<file path="src/rtl/servo_adc_pkg.sv">
package servo_adc_pkg;

    typedef enum logic [1:0] {
        ST_IDLE    = 2'd0,
        ST_CONVERT = 2'd1,
        ST_DONE    = 2'd2,
        ST_TRACK   = 2'd3
    } adc_state_e;

endpackage

</file>
<file path="src/rtl/servo_adc_sync.sv">
module servo_adc_sync #(
    parameter int STAGES = 2
) (
    input  logic clk,
    input  logic rst_n,
    input  logic d_i,
    output logic q_o
);
    logic [STAGES-1:0] shift_q;

    always_ff @(posedge clk or negedge rst_n) begin
        if (!rst_n) begin
            shift_q <= '0;
        end else begin
            shift_q <= {shift_q[STAGES-2:0], d_i};
        end
    end

    assign q_o = shift_q[STAGES-1];
endmodule

</file>
<file path="src/rtl/servo_adc_pacer.sv">
module servo_adc_pacer #(
    parameter int GAP = 3
) (
    input  logic clk,
    input  logic rst_n,
    input  logic restart_i,
    input  logic run_i,
    output logic tick_o
);
    localparam int CW = (GAP > 2) ? $clog2(GAP) : 1;
    localparam logic [CW-1:0] LAST = CW'(GAP - 1);

    logic [CW-1:0] cnt_q;

    assign tick_o = run_i && (cnt_q == LAST);

    always_ff @(posedge clk or negedge rst_n) begin
        if (!rst_n) begin
            cnt_q <= '0;
        end else if (restart_i) begin
            cnt_q <= '0;
        end else if (run_i) begin
            cnt_q <= tick_o ? '0 : cnt_q + 1'b1;
        end
    end
endmodule

</file>
<file path="src/rtl/servo_adc_counter.sv">
module servo_adc_counter #(
    parameter int WIDTH = 10
) (
    input  logic             clk,
    input  logic             rst_n,
    input  logic             clr_i,
    input  logic             step_i,
    input  logic             up_i,
    output logic [WIDTH-1:0] code_o,
    output logic             at_max_o
);
    localparam logic [WIDTH-1:0] TOP = '1;

    logic at_min;

    assign at_max_o = (code_o == TOP);
    assign at_min   = (code_o == '0);

    always_ff @(posedge clk or negedge rst_n) begin
        if (!rst_n) begin
            code_o <= '0;
        end else if (clr_i) begin
            code_o <= '0;
        end else if (step_i) begin
            if (up_i && !at_max_o) begin
                code_o <= code_o + 1'b1;
            end else if (!up_i && !at_min) begin
                code_o <= code_o - 1'b1;
            end
        end
    end
endmodule

</file>
<file path="src/rtl/servo_adc_ctrl.sv">
module servo_adc_ctrl
    import servo_adc_pkg::*;
#(
    parameter int N           = 10,
    parameter int SYNC_STAGES = 2
) (
    input  logic         clk,
    input  logic         rst_n,
    input  logic         start_i,
    input  logic         track_i,
    input  logic         cmp_i,
    output logic [N-1:0] dac_code_o,
    output logic [N-1:0] data_o,
    output logic         eoc_o
);
    localparam int STEP_GAP = SYNC_STAGES + 1;

    adc_state_e state_q, state_d;
    logic       cmp_s;
    logic       tick;
    logic       at_max;
    logic       clr;
    logic       pace_restart;
    logic       pace_run;
    logic       step;
    logic       step_up;

    servo_adc_sync #(.STAGES(SYNC_STAGES)) sync_i (
        .clk   (clk),
        .rst_n (rst_n),
        .d_i   (cmp_i),
        .q_o   (cmp_s)
    );

    servo_adc_pacer #(.GAP(STEP_GAP)) pacer_i (
        .clk       (clk),
        .rst_n     (rst_n),
        .restart_i (pace_restart),
        .run_i     (pace_run),
        .tick_o    (tick)
    );

    servo_adc_counter #(.WIDTH(N)) counter_i (
        .clk      (clk),
        .rst_n    (rst_n),
        .clr_i    (clr),
        .step_i   (step),
        .up_i     (step_up),
        .code_o   (dac_code_o),
        .at_max_o (at_max)
    );

    // Control decode for counter and pacer
    always_comb begin
        clr          = start_i && !track_i;
        pace_restart = (track_i && (state_q != ST_TRACK)) || clr;
        pace_run     = ((state_q == ST_CONVERT) && !track_i && !start_i)
                    || ((state_q == ST_TRACK) && track_i);
        step_up      = (state_q == ST_TRACK) ? cmp_s : 1'b1;
        step         = tick && ((state_q == ST_TRACK) || (cmp_s && !at_max));
    end

    // Next-state logic
    always_comb begin
        state_d = state_q;
        if (track_i) begin
            state_d = ST_TRACK;
        end else if (start_i) begin
            state_d = ST_CONVERT;
        end else begin
            unique case (state_q)
                ST_IDLE:    state_d = ST_IDLE;
                ST_CONVERT: if (tick && !(cmp_s && !at_max)) state_d = ST_DONE;
                ST_DONE:    state_d = ST_DONE;
                ST_TRACK:   state_d = ST_IDLE;
                default:    state_d = ST_IDLE;
            endcase
        end
    end

    // State register
    always_ff @(posedge clk or negedge rst_n) begin
        if (!rst_n) begin
            state_q <= ST_IDLE;
        end else begin
            state_q <= state_d;
        end
    end

    // Outputs
    always_comb begin
        eoc_o  = 1'b0;
        data_o = dac_code_o;
        unique case (state_q)
            ST_IDLE:    ;
            ST_CONVERT: ;
            ST_DONE:    eoc_o = 1'b1;
            ST_TRACK:   data_o = {dac_code_o[N-1:1], 1'b0};
            default:    ;
        endcase
    end
endmodule

</file>
<file path="config.mk">
export PLATFORM = sky130hd
export DESIGN_NAME = servo_adc_ctrl
export DESIGN_NICKNAME = d
export VERILOG_FILES = /design/src/rtl/servo_adc_pkg.sv /design/src/rtl/servo_adc_sync.sv /design/src/rtl/servo_adc_pacer.sv /design/src/rtl/servo_adc_counter.sv /design/src/rtl/servo_adc_ctrl.sv
export SDC_FILE = /design/constraint.sdc
export NUM_CORES = 1
export LEC_CHECK = 0
export CORE_MARGIN = 3
export CORE_UTILIZATION = 50
export CTS_BUF_LIST = sky130_fd_sc_hd__clkbuf_4
export CTS_CLUSTER_SIZE = 24
export DETAILED_ROUTE_END_ITERATION = 8
export PLACE_DENSITY = 0.88
export SLEW_MARGIN = 20
export SYNTH_ARGS = -nofsm -noshare
export SYNTH_HDL_FRONTEND = slang
export SYNTH_SLANG_ARGS = --single-unit
</file>
<file path="constraint.sdc">
create_clock -name clk -period 6.65 [get_ports clk]
set_clock_uncertainty 0.1 [all_clocks]
set_input_delay 1.995 -clock clk [delete_from_list [all_inputs] [get_ports clk]]
set_output_delay 1.995 -clock clk [all_outputs]
set_load 0.01 [all_outputs]
</file>
==> run metrics <==
status finished, final reports clean; post-synthesis cell count 136; gpl congestion 0.741; Post-CTS Hold Buffers 0; Yosys warnings 0; period utilization 58.8%; DRT iter0 DRCs 25; FF+latch count, synth 16; share of post-route cells with drive strength above 1 4.52%; Req. time, crit path 6770 ps; Synth cell types 32; WL final 2680 um; unrepaired setup endpoints after global routing no; Clock Sink Count 16; Detailed Routing Iterations Pass 1 4; mean post-synth cell area 9.04 um2; post-cts gate resize count 0; Starting Density 54.0%; DIE AREA 3090 um2; worst-path fanout max 15; largest cells by area after synthesis dfrtp_1 (33%), ha_1 (11%), nand2_1 (6.7%); fin crit period 3910 ps; WL/cell 14.6 um; antenna violations before repair 0; All-Layer GR Usage 19.2%; Critical Path Sink Type flip-flop; sequential share of the synthesized area 32.6%; # rows 17; Synth area leader dfrtp_1; hpwl dp 2070 um; clock latency on the worst-skew pair 290 ps; total setup buffers inserted after CTS 0; DRC 0; Root Driver clkbuf_4; CTS max path bufs 2; endpoints failing setup 0; Fmax 256 MHz; type of the worst min-delay path reg -> reg; CTS tree built; number of placed cells counting well taps 179; Power per Cell Area 164 nW/um2; startpoint types primary input; grt ovf 0; Max Cap Viol 0; P&R area growth vs syn 19.2%; Ports 26; Final ANT Viol Nets 0; Layout Cells excl Fill 183; total CTS buffers 3; Setup CP Type in -> reg; worst-path cell chain clkdlybuf4s50_1 > inv_1 > a21oi_1 > a2111oi_4 > or3b_1 > o211ai_2; clock-pin slew on the worst setup and hold paths 90 ps; vias in the first global route 1,082; Final Hold Viols 0; hold path depth 0; Via density 5.66; Final nets 173; CP bufs+invs 2; Slew @ Worst Pin 951 ps; Worst EP arrival 4030 ps; relative slew slack 36.6%; Top Family by Delay on Critical Path compound AO/OA/AOI/OAI gates; Synthesized Nets 153; Fin Setup TNS 0 ps; H-tree depth 1; die width 55.6 um; Yosys top cell area share 32.6%; ant diodes 0; Vias 1,035; Worst VDD drop 118 uV; Synth Cell Area 1230 um2; largest net degree at the start of global routing 17; Die Ht 55.6 um; Slowest-stage cell, CP a2111oi_4; first-pass GRT wire length 4820 um; core area 2280 um2; max incr delay on CP 830 ps; # port buffers 25; WP depth 6; Pins Over Slew Limit 0; Reg2Reg Depth 10; leakage 0.631 nW
==> per-stage QoR <==
stage | util (%) | setup WS [ps] | total power [mW] | cell area [um2] | hold WS, ps
after floorplan | - | 3440 | 0.163 | 1230 | 231
after global placement | 63.3 | 2530 | 0.185 | 1440 | 234
after detailed placement | 63.3 | 2440 | 0.190 | 1440 | 236
after CTS | 64.4 | 2760 | 0.241 | 1470 | 257
after global routing | 64.4 | 2570 | 0.256 | 1470 | 260
final | 64.4 | 2740 | 0.240 | 1470 | 256
==> synth_stat cells <==
master,number
nand2_1,22
dfrtp_1,16
ha_1,11
buf_4,10
o21ai_0,8
inv_1,7
mux2i_1,7
nor2_1,7
a21oi_1,6
nand3_1,6
xor2_1,5
nor2b_1,3
nor3_1,3
xnor2_1,3
nand2b_1,2
nand4_1,2
nor4_1,2
o21bai_1,2
a2111oi_4,1
a211o_1,1
a211oi_1,1
a22o_1,1
a31oi_1,1
a32o_1,1
and3_1,1
and3_4,1
fa_1,1
mux2_2,1
o2111ai_1,1
o211ai_1,1
o211ai_2,1
or3b_1,1
==> final cells by class <==
class                   instances  area [um2]
flip-flops and latches         16         400
inverters                       7        26.3
repair buffers                 25         250
fillers                       183         810
multi-input cells             103         728
clock inverters                 1        3.75
clock buffers                   3        22.5
well taps                      28        35.0
==> report_power, final <==
group,switching (mW),internal (mW),leakage [nW]
registers,0.0106,0.104,0.210
clock network,0.0306,0.0218,0.0154
logic,0.0374,0.0357,0.406
total,0.0787,0.161,0.631
==> registers in the layout, indices dropped and copies added, names as in the netlist <==
name / flops
counter_i.code_o: 10
pacer_i.cnt_q: 2
state_q: 2
sync_i.shift_q: 2
==> path summary, 6_finish.rpt <==
check	from	to	slack (ps)
setup reg to reg	counter_i.code_o[0]	counter_i.code_o[9]	3170
min in group asynchronous	rst_n	counter_i.code_o[6]	2020
hold reg to reg	sync_i.shift_q[0]	sync_i.shift_q[1]	260
max in group asynchronous	rst_n	counter_i.code_o[1]	4000
setup / recovery	track_i	counter_i.code_o[9]	2740
hold / removal	sync_i.shift_q[0]	sync_i.shift_q[1]	260
==> worst reg2reg max path, stage by stage (launching register included) <==
cell	delay [ps]
dfrtp_1	520
nand4_1	140
nor3_1	520
nand2b_1	500
ha_1	330
a21oi_1	220
o2111ai_1	250
a31oi_1	270
xor2_1	120
or3b_1	380
o211ai_2	60
==> metal layers <==
metal	track usage, %	routed length (um)	part of all wire (%)	vias up
li1	-	-	-	510
met1	23.1	1170	44	500
met2	32.3	1370	51	20
met3	3.94	92	3.4	5
met4	9.38	48	1.8	0
met5	0	0	0	-
==> kinds of logic (layout without fill, tap and decap cells) <==
logic type	after synthesis	in the layout	share of synthesized area, %
simple gates	50	50	19.2
compound gates	25	25	14.9
buf+inv	17	36	8.24
flops	16	16	32.6
fa+ha+maj	12	12	12.8
xor+xnor	8	8	5.70
mux	8	8	6.61
==> placed cells by master, fill, tap and decap left out, types with 5 or more instances in the layout <==
| cell type | n |
|---|---|
| xor2_1 | 5 |
| inv_1 | 7 |
| a21oi_1 | 6 |
| mux2i_1 | 7 |
| nand2_1 | 22 |
| o21ai_0 | 8 |
| clkdlybuf4s50_1 | 25 |
| nand3_1 | 6 |
| dfrtp_1 | 16 |
| nor2_1 | 7 |
| ha_1 | 11 |
No activity file was read; power rests on OpenSTA's default activity.
